$ cat src/rtl/i2c_obs_pkg.sv
package i2c_obs_pkg;

   localparam int BYTE_W  = 8;
   localparam int ADDR_W  = 10;
   localparam int CLASS_W = 3;

   typedef enum logic [CLASS_W-1:0] {
      CLS_NORM7   = 3'd0,
      CLS_GCALL   = 3'd1,
      CLS_GCHOST  = 3'd2,
      CLS_STBYTE  = 3'd3,
      CLS_LEGACY  = 3'd4,
      CLS_ALTFMT  = 3'd5,
      CLS_RSVD    = 3'd6,
      CLS_TENBIT  = 3'd7
   } cls_e;

   // Classify a first address byte. General call and ten-bit prefix need a
   // second byte; the caller handles that deferral.
   function automatic cls_e first_class(input logic [BYTE_W-1:0] b);
      cls_e c;
      if (b[7:1] == 7'b0000000)
         c = b[0] ? CLS_STBYTE : CLS_GCALL;
      else if (b[7:1] == 7'b0000001)
         c = CLS_LEGACY;
      else if (b[7:1] == 7'b0000010)
         c = CLS_ALTFMT;
      else if (b[7:4] == 4'b0000)
         c = CLS_RSVD;
      else if (b[7:3] == 5'b11110)
         c = CLS_TENBIT;
      else
         c = CLS_NORM7;
      return c;
   endfunction

endpackage

$ cat src/rtl/i2c_obs_filter.sv
module i2c_obs_filter #(
   parameter int SYNC_STAGES = 2,
   parameter int FILT_LEN    = 2
) (
   input  logic clk,
   input  logic rst_n,
   input  logic line_i,
   output logic line_o
);

   if (SYNC_STAGES < 2) begin : g_sync_chk
      $error("i2c_obs_filter: SYNC_STAGES must be at least 2");
   end
   if (FILT_LEN < 2) begin : g_filt_chk
      $error("i2c_obs_filter: FILT_LEN must be at least 2");
   end

   logic [SYNC_STAGES-1:0] sync_q;
   logic [FILT_LEN-1:0]    hist_q;
   logic                   samp_w;

   // bus idles high, so every stage resets to one
   always_ff @(posedge clk or negedge rst_n) begin
      if (!rst_n) sync_q <= '1;
      else        sync_q <= {sync_q[SYNC_STAGES-2:0], line_i};
   end

   assign samp_w = sync_q[SYNC_STAGES-1];

   always_ff @(posedge clk or negedge rst_n) begin
      if (!rst_n) begin
         hist_q <= '1;
         line_o <= 1'b1;
      end else begin
         hist_q <= {hist_q[FILT_LEN-2:0], samp_w};
         if (&hist_q)
            line_o <= 1'b1;
         else if (~|hist_q)
            line_o <= 1'b0;
      end
   end


   filt_settle_chk: assert property (@(posedge clk) disable iff (!rst_n)
      !$stable(line_o) |-> ($past(samp_w, 2) == line_o) && ($past(samp_w, 3) == line_o));

endmodule

$ cat src/rtl/i2c_obs_cond.sv
module i2c_obs_cond (
   input  logic clk,
   input  logic rst_n,
   input  logic scl_f,
   input  logic sda_f,
   output logic start_o,
   output logic rstart_o,
   output logic stop_o,
   output logic busy_o
);

   logic scl_prev_q, sda_prev_q;
   logic start_w, stop_w;

   always_ff @(posedge clk or negedge rst_n) begin
      if (!rst_n) begin
         scl_prev_q <= 1'b1;
         sda_prev_q <= 1'b1;
      end else begin
         scl_prev_q <= scl_f;
         sda_prev_q <= sda_f;
      end
   end

   // data edge during a held-high clock
   assign start_w = scl_f & scl_prev_q &  sda_prev_q & ~sda_f;
   assign stop_w  = scl_f & scl_prev_q & ~sda_prev_q &  sda_f;

   always_ff @(posedge clk or negedge rst_n) begin
      if (!rst_n) begin
         start_o  <= 1'b0;
         rstart_o <= 1'b0;
         stop_o   <= 1'b0;
         busy_o   <= 1'b0;
      end else begin
         start_o  <= start_w & ~busy_o;
         rstart_o <= start_w &  busy_o;
         stop_o   <= stop_w;
         if (stop_w)
            busy_o <= 1'b0;
         else if (start_w)
            busy_o <= 1'b1;
      end
   end


   start_sets_busy_chk: assert property (@(posedge clk) disable iff (!rst_n)
      start_o |-> busy_o);


   stop_clears_busy_chk: assert property (@(posedge clk) disable iff (!rst_n)
      stop_o |-> !busy_o);


   rstart_keeps_busy_chk: assert property (@(posedge clk) disable iff (!rst_n)
      rstart_o |=> busy_o || stop_o);

endmodule

$ cat src/rtl/i2c_obs_shift.sv
module i2c_obs_shift
   import i2c_obs_pkg::*;
(
   input  logic              clk,
   input  logic              rst_n,
   input  logic              scl_f,
   input  logic              sda_f,
   input  logic              clear_i,
   output logic              byte_stb_o,
   output logic [BYTE_W-1:0] byte_o,
   output logic              ack_o
);

   localparam int CNT_W = $clog2(BYTE_W + 1);
   localparam logic [CNT_W-1:0] ACK_SLOT = CNT_W'(BYTE_W);

   logic              scl_prev_q;
   logic              scl_rise_w;
   logic [CNT_W-1:0]  cnt_q;
   logic [BYTE_W-1:0] sh_q;

   always_ff @(posedge clk or negedge rst_n) begin
      if (!rst_n) scl_prev_q <= 1'b1;
      else        scl_prev_q <= scl_f;
   end

   assign scl_rise_w = scl_f & ~scl_prev_q;

   always_ff @(posedge clk or negedge rst_n) begin
      if (!rst_n) begin
         cnt_q      <= '0;
         sh_q       <= '0;
         byte_o     <= '0;
         ack_o      <= 1'b0;
         byte_stb_o <= 1'b0;
      end else begin
         byte_stb_o <= 1'b0;
         if (clear_i) begin
            cnt_q <= '0;
         end else if (scl_rise_w) begin
            if (cnt_q == ACK_SLOT) begin
               byte_o     <= sh_q;
               ack_o      <= ~sda_f;
               byte_stb_o <= 1'b1;
               cnt_q      <= '0;
            end else begin
               sh_q  <= {sh_q[BYTE_W-2:0], sda_f};
               cnt_q <= cnt_q + 1'b1;
            end
         end
      end
   end


   cnt_range_chk: assert property (@(posedge clk) disable iff (!rst_n)
      cnt_q <= ACK_SLOT);


   stb_on_rise_chk: assert property (@(posedge clk) disable iff (!rst_n)
      byte_stb_o |-> $past(scl_f) && !$past(scl_prev_q));

endmodule

$ cat src/rtl/i2c_obs_class.sv
module i2c_obs_class
   import i2c_obs_pkg::*;
(
   input  logic               clk,
   input  logic               rst_n,
   input  logic               start_i,
   input  logic               stop_i,
   input  logic               byte_stb_i,
   input  logic [BYTE_W-1:0]  byte_i,
   input  logic               ack_i,
   output logic               valid_o,
   output cls_e               cls_o,
   output logic [ADDR_W-1:0]  addr_o,
   output logic               rw_o,
   output logic               ack_o
);

   typedef enum logic [2:0] {
      ST_IDLE,
      ST_FIRST,
      ST_TEN,
      ST_GC,
      ST_DONE
   } st_e;

   st_e        st_q;
   logic [1:0] hi_q;
   logic       dir_q;
   cls_e       fc_w;

   assign fc_w = first_class(byte_i);

   always_ff @(posedge clk or negedge rst_n) begin
      if (!rst_n) begin
         st_q    <= ST_IDLE;
         hi_q    <= '0;
         dir_q   <= 1'b0;
         valid_o <= 1'b0;
         cls_o   <= CLS_NORM7;
         addr_o  <= '0;
         rw_o    <= 1'b0;
         ack_o   <= 1'b0;
      end else begin
         valid_o <= 1'b0;
         if (stop_i) begin
            st_q <= ST_IDLE;
         end else if (start_i) begin
            st_q <= ST_FIRST;
         end else if (byte_stb_i) begin
            case (st_q)
               ST_FIRST: begin
                  if (fc_w == CLS_TENBIT) begin
                     hi_q  <= byte_i[2:1];
                     dir_q <= byte_i[0];
                     st_q  <= ST_TEN;
                  end else if (fc_w == CLS_GCALL) begin
                     st_q <= ST_GC;
                  end else begin
                     valid_o <= 1'b1;
                     cls_o   <= fc_w;
                     addr_o  <= {3'b000, byte_i[7:1]};
                     rw_o    <= byte_i[0];
                     ack_o   <= ack_i;
                     st_q    <= ST_DONE;
                  end
               end
               ST_TEN: begin
                  valid_o <= 1'b1;
                  cls_o   <= CLS_TENBIT;
                  addr_o  <= {hi_q, byte_i};
                  rw_o    <= dir_q;
                  ack_o   <= ack_i;
                  st_q    <= ST_DONE;
               end
               ST_GC: begin
                  valid_o <= 1'b1;
                  rw_o    <= 1'b0;
                  ack_o   <= ack_i;
                  if (byte_i[0]) begin
                     cls_o  <= CLS_GCHOST;
                     addr_o <= {3'b000, byte_i[7:1]};
                  end else begin
                     cls_o  <= CLS_GCALL;
                     addr_o <= {2'b00, byte_i};
                  end
                  st_q <= ST_DONE;
               end
               default: st_q <= st_q;
            endcase
         end
      end
   end


   single_report_chk: assert property (@(posedge clk) disable iff (!rst_n)
      valid_o |=> !valid_o);


   gc_write_dir_chk: assert property (@(posedge clk) disable iff (!rst_n)
      valid_o && (cls_o == CLS_GCALL || cls_o == CLS_GCHOST) |-> !rw_o);


   report_closes_chk: assert property (@(posedge clk) disable iff (!rst_n)
      valid_o |-> st_q == ST_DONE);

endmodule

$ cat src/rtl/i2c_bus_observer.sv
module i2c_bus_observer
   import i2c_obs_pkg::*;
#(
   parameter int SYNC_STAGES = 2,
   parameter int FILT_LEN    = 2
) (
   input  logic              clk,
   input  logic              rst_n,
   input  logic              scl_i,
   input  logic              sda_i,
   output logic              start_pulse,
   output logic              rstart_pulse,
   output logic              stop_pulse,
   output logic              bus_busy,
   output logic              addr_valid,
   output logic [CLASS_W-1:0] addr_class,
   output logic [ADDR_W-1:0] addr_value,
   output logic              addr_rw,
   output logic              addr_ack
);

   localparam int N_LINES = 2;

   logic [N_LINES-1:0] raw_w;
   logic [N_LINES-1:0] filt_w;
   logic               scl_f, sda_f;
   logic               clr_w;
   logic               stb_w;
   logic [BYTE_W-1:0]  byte_w;
   logic               back_w;
   cls_e               cls_w;

   assign raw_w = {sda_i, scl_i};

   for (genvar g = 0; g < N_LINES; g++) begin : g_line
      i2c_obs_filter #(
         .SYNC_STAGES (SYNC_STAGES),
         .FILT_LEN    (FILT_LEN)
      ) filt_i (
         .clk    (clk),
         .rst_n  (rst_n),
         .line_i (raw_w[g]),
         .line_o (filt_w[g])
      );
   end

   assign scl_f = filt_w[0];
   assign sda_f = filt_w[1];

   i2c_obs_cond cond_i (
      .clk      (clk),
      .rst_n    (rst_n),
      .scl_f    (scl_f),
      .sda_f    (sda_f),
      .start_o  (start_pulse),
      .rstart_o (rstart_pulse),
      .stop_o   (stop_pulse),
      .busy_o   (bus_busy)
   );

   assign clr_w = start_pulse | rstart_pulse | stop_pulse;

   i2c_obs_shift shift_i (
      .clk        (clk),
      .rst_n      (rst_n),
      .scl_f      (scl_f),
      .sda_f      (sda_f),
      .clear_i    (clr_w),
      .byte_stb_o (stb_w),
      .byte_o     (byte_w),
      .ack_o      (back_w)
   );

   i2c_obs_class class_i (
      .clk        (clk),
      .rst_n      (rst_n),
      .start_i    (start_pulse | rstart_pulse),
      .stop_i     (stop_pulse),
      .byte_stb_i (stb_w),
      .byte_i     (byte_w),
      .ack_i      (back_w),
      .valid_o    (addr_valid),
      .cls_o      (cls_w),
      .addr_o     (addr_value),
      .rw_o       (addr_rw),
      .ack_o      (addr_ack)
   );

   assign addr_class = cls_w;


   report_in_busy_chk: assert property (@(posedge clk) disable iff (!rst_n)
      addr_valid |-> bus_busy);


   one_event_chk: assert property (@(posedge clk) disable iff (!rst_n)
      $onehot0({start_pulse, rstart_pulse, stop_pulse}));

endmodule

$ cat config.mk
export PLATFORM = sky130hd
export DESIGN_NAME = i2c_bus_observer
export DESIGN_NICKNAME = d
export VERILOG_FILES = /design/src/rtl/i2c_obs_pkg.sv /design/src/rtl/i2c_obs_filter.sv /design/src/rtl/i2c_obs_cond.sv /design/src/rtl/i2c_obs_shift.sv /design/src/rtl/i2c_obs_class.sv /design/src/rtl/i2c_bus_observer.sv
export SDC_FILE = /design/constraint.sdc
export NUM_CORES = 1
export LEC_CHECK = 0
export ABC_AREA = 1
export BUFFER_PORTS_ARGS = -buffer_cell sky130_fd_sc_hd__buf_2
export CAP_MARGIN = 25
export CORE_MARGIN = 3
export CORE_UTILIZATION = 45
export DETAILED_ROUTE_END_ITERATION = 6
export GPL_TIMING_DRIVEN = 0
export PLACE_DENSITY = 0.67
export SKIP_LAST_GASP = 1
export SLEW_MARGIN = 25
export SYNTH_ARGS = -nofsm -noshare
export SYNTH_HDL_FRONTEND = slang
export SYNTH_SLANG_ARGS = --single-unit
export TNS_END_PERCENT = 100
$ cat constraint.sdc
create_clock -name clk -period 3.5 [get_ports clk]
set_input_delay 1.05 -clock clk [delete_from_list [all_inputs] [get_ports clk]]
set_output_delay 1.05 -clock clk [all_outputs]
set_load 0.05 [all_outputs]
==> results.json <==
{
  "cpPeakStageDelay_ns": 0.36,
  "tritoncts": "yes",
  "final_cells": 386,
  "power.leakage_nw": 1.599,
  "postCtsSetupBuffers": 0,
  "hold_depth": 0,
  "synth_top_family_by_area": "simple AND/OR/NAND/NOR gates",
  "pwr_density_cell_mw_per_mm2": 639.0,
  "synthesis.area_mm2": 0.002580,
  "yosys_register_bits": 60,
  "drc": 0,
  "synthArstFlopShare_pct": 100.0,
  "wirelength_um": 4278,
  "numPortBuffers": 23,
  "clock_sinks": 60,
  "required_ns": 2.45,
  "whs_ns": 0.3556,
  "core_area_mm2": 0.005335,
  "start_util_pct": 48.36,
  "ys.flop_type": "dfrtp_1",
  "worstHoldStart": "g_line[1].filt_i.sync_q[1]$_DFF_PN1_",
  "avgViaCountPerCell": 4.759,
  "period_share_pct": 57.38,
  "root_buffer": "clkbuf_8",
  "grt_pass1_vias": 1767,
  "wl_per_cell_um": 11.08,
  "track_usage_pct": 15.65,
  "muxShareOfSynthArea_pct": 0.4365,
  "cts-buffers-inserted": 9,
  "utilization_pct": 55.79,
  "grt_pass1_wl_um": 7803,
  "nets": 319,
  "crit_path_top_delay_cell": "dfrtp_1",
  "drt_iter0_markers": 74,
  "hold_viol_final": 0,
  "die_area_mm2": 0.006678,
  "ios": 24,
  "worst_pin_slew_ns": 0.7230,
  "setup_viol": 0,
  "worst_hold_path.endpoint": "g_line[1].filt_i.hist_q[0]$_DFF_PN1_",
  "synthesis.nets": 285,
  "clk_pin_slew_ns": 0.06,
  "antenna_found_initial": 0,
  "die_x_um": 81.72,
  "cts_hold_buffers": 0,
  "area_growth_pct": 15.37,
  "fin_tns_setup_ns": 0,
  "synth-xor-area-share_pct": 0.6790,
  "placed_area_mm2": 0.002785,
  "die_h_um": 81.72,
  "synth.distinct_cells": 32,
  "grt_overflow_total": 0,
  "worstSetupStartpointType": "flip-flop",
  "status": "finished clean",
  "drive_above_1_share_pct": 26.58,
  "avgSynthCellArea_um2": 9.314,
  "num_rows": 26,
  "path_class": "reg2out",
  "critPathMaxFanout": 2,
  "dp.cells": 370,
  "ir_drop_v": 0.0003422,
  "worst_r2r_startpoint": "shift_i.cnt_q[0]$_DFFE_PN0P_",
  "critPathTopFamily": "flip-flops",
  "clock_latency_ns": 0.33,
  "grt_max_degree": 61,
  "netlist_instances": 277,
  "drv_cap": 0,
  "ant_nets": 0,
  "num_vias": 1837,
  "synth-edff-count": 0,
  "clk_path_buf_depth": 2,
  "crit_buf_inv": 1,
  "yosys_warnings": 0,
  "crit_chain": "buf_2",
  "yosysTopAreaCell": "dfrtp_1",
  "max_clock_freq_mhz": 497.9,
  "synth_commonest_cells": "nand2_1, dfrtp_1, nor2_1, nand3_1, inv_1",
  "period_minus_slack_ns": 2.008,
  "dp_hpwl_um": 3101,
  "synthMostInstantiatedCell": "nand2_1",
  "yosysTopAreaCellShare_pct": 46.56,
  "r2r_setup_slack_ns": 1.85,
  "antenna_cells": 0,
  "slew_viol_final": 0,
  "synth_compound_area_share_pct": 7.371,
  "slew_headroom_pct": 51.80,
  "end_kind": "output port",
  "drt_first_pass_iters": 4,
  "place_congestion": 0.7719,
  "finalInstanceArea_mm2": 0.002977,
  "r2r_cells": 6,
  "seq_area_frac_synth_pct": 58.78,
  "hp-class": "reg2reg",
  "post_cts_resized": 0,
  "yosys-top-cells-area": "dfrtp_1, nand2_1, dfstp_2",
  "htreeDepth": 3,
  "synthAdderAreaFrac_pct": 1.940,
  "worstPathArrival_ns": 0.96,
  "timing.rr.end": "shift_i.byte_o[1]$_DFFE_PN0P_",
  "yosys.area_share.simple_pct": 25.46,
  "fin_worst_skew_ns": 0.004454,
  "rsz0062_at_grt": "no"
}
[sequential cells by signal, summed over array words and instances (netlist names)]
signal and flops:
class_i.ack_o 1, class_i.valid_o 1, cond_i.sda_prev_q 1, class_i.st_q 3, class_i.hi_q 2, g_line.filt_i.sync_q 4
shift_i.scl_prev_q 1, g_line.filt_i.line_o 2, cond_i.rstart_o 1, class_i.rw_o 1, cond_i.start_o 1, shift_i.byte_o 8
shift_i.sh_q 8, cond_i.stop_o 1, class_i.cls_o 3, g_line.filt_i.hist_q 4, shift_i.ack_o 1, shift_i.cnt_q 4
shift_i.byte_stb_o 1, class_i.addr_o 10, class_i.dir_q 1, cond_i.busy_o 1
[layer usage]
layer / share of wire (%) / wire length [um] / track usage, % / vias up
met1: 45 / 1928 / 17.82 / 849
li1: - / - / - / 954
met3: 4.5 / 194 / 6.250 / 5
met5: 0 / 0 / 0 / -
met2: 49 / 2105 / 26.33 / 29
met4: 1.2 / 51 / 5.980 / 0
[stage by stage]
stage          power, W  worst slack, ns
2_1_floorplan  0.001230            1.818
3_3_place_gp   0.001327            1.288
3_5_place_dp   0.001334            1.820
4_1_cts        0.001933            1.456
5_1_grt        0.002051            1.433
6_report       0.001902            1.492
[worst max path at each step]
stage                                  from                            end  cells after the start
2_1_floorplan     cond_i.rstart_o$_DFF_PN0_  class_i.addr_o[1]$_DFFE_PN0P_                      9
3_3_place_gp                          rst_n   shift_i.cnt_q[2]$_DFFE_PN0P_                      1
5_1_grt            cond_i.start_o$_DFF_PN0_                    start_pulse                      1
6_report          class_i.ack_o$_DFFE_PN0P_                       addr_ack                      1
3_5_place_dp   shift_i.cnt_q[0]$_DFFE_PN0P_  shift_i.byte_o[0]$_DFFE_PN0P_                      6
4_1_cts           class_i.ack_o$_DFFE_PN0P_                       addr_ack                      1
[layout by cell type (no fill, tap or decap), drive strengths merged]
master and n:
xor2 1, dfrtp 48, clkinv 6, o22ai 2, nor2 31, xnor2 1
nand4 2, dfstp 12, o21ai 20, inv 24, bufinv 1, buf 28
nand2 93, mux2 1, nand3 18, o211ai 1, ha 4, a21oi 11
nor3 1, clkbuf 10, nand3b 1
[where the power goes]
group	switching [W]	internal (W)	total [W]
registers	0.0000823	0.000805	0.000888
logic	0.000282	0.000150	0.000432
clock network	0.000242	0.000340	0.000582
total	0.000607	0.00130	0.00190
[area by class of cell]
type	instances	area [um^2]
Buffer	5	40.04
Clock buffer	10	137.6
Clock inverter	6	53.80
Fill cell	492	2359
Inverter	25	97.59
Multi-Input combinational cell	187	925.9
Sequential cell	60	1516
Tap cell	70	87.58
Timing Repair Buffer	23	117.6
[cells by family after synthesis]
family	count (synthesis)
AO/OA/AOI/OAI	34
XOR/XNOR	2
buffers and inverters	30
adder cells (fa/ha/maj)	4
multiplexers	1
flip-flops	60
AND/OR/NAND/NOR	146
Note: power is estimated with default switching activity, not from simulation.
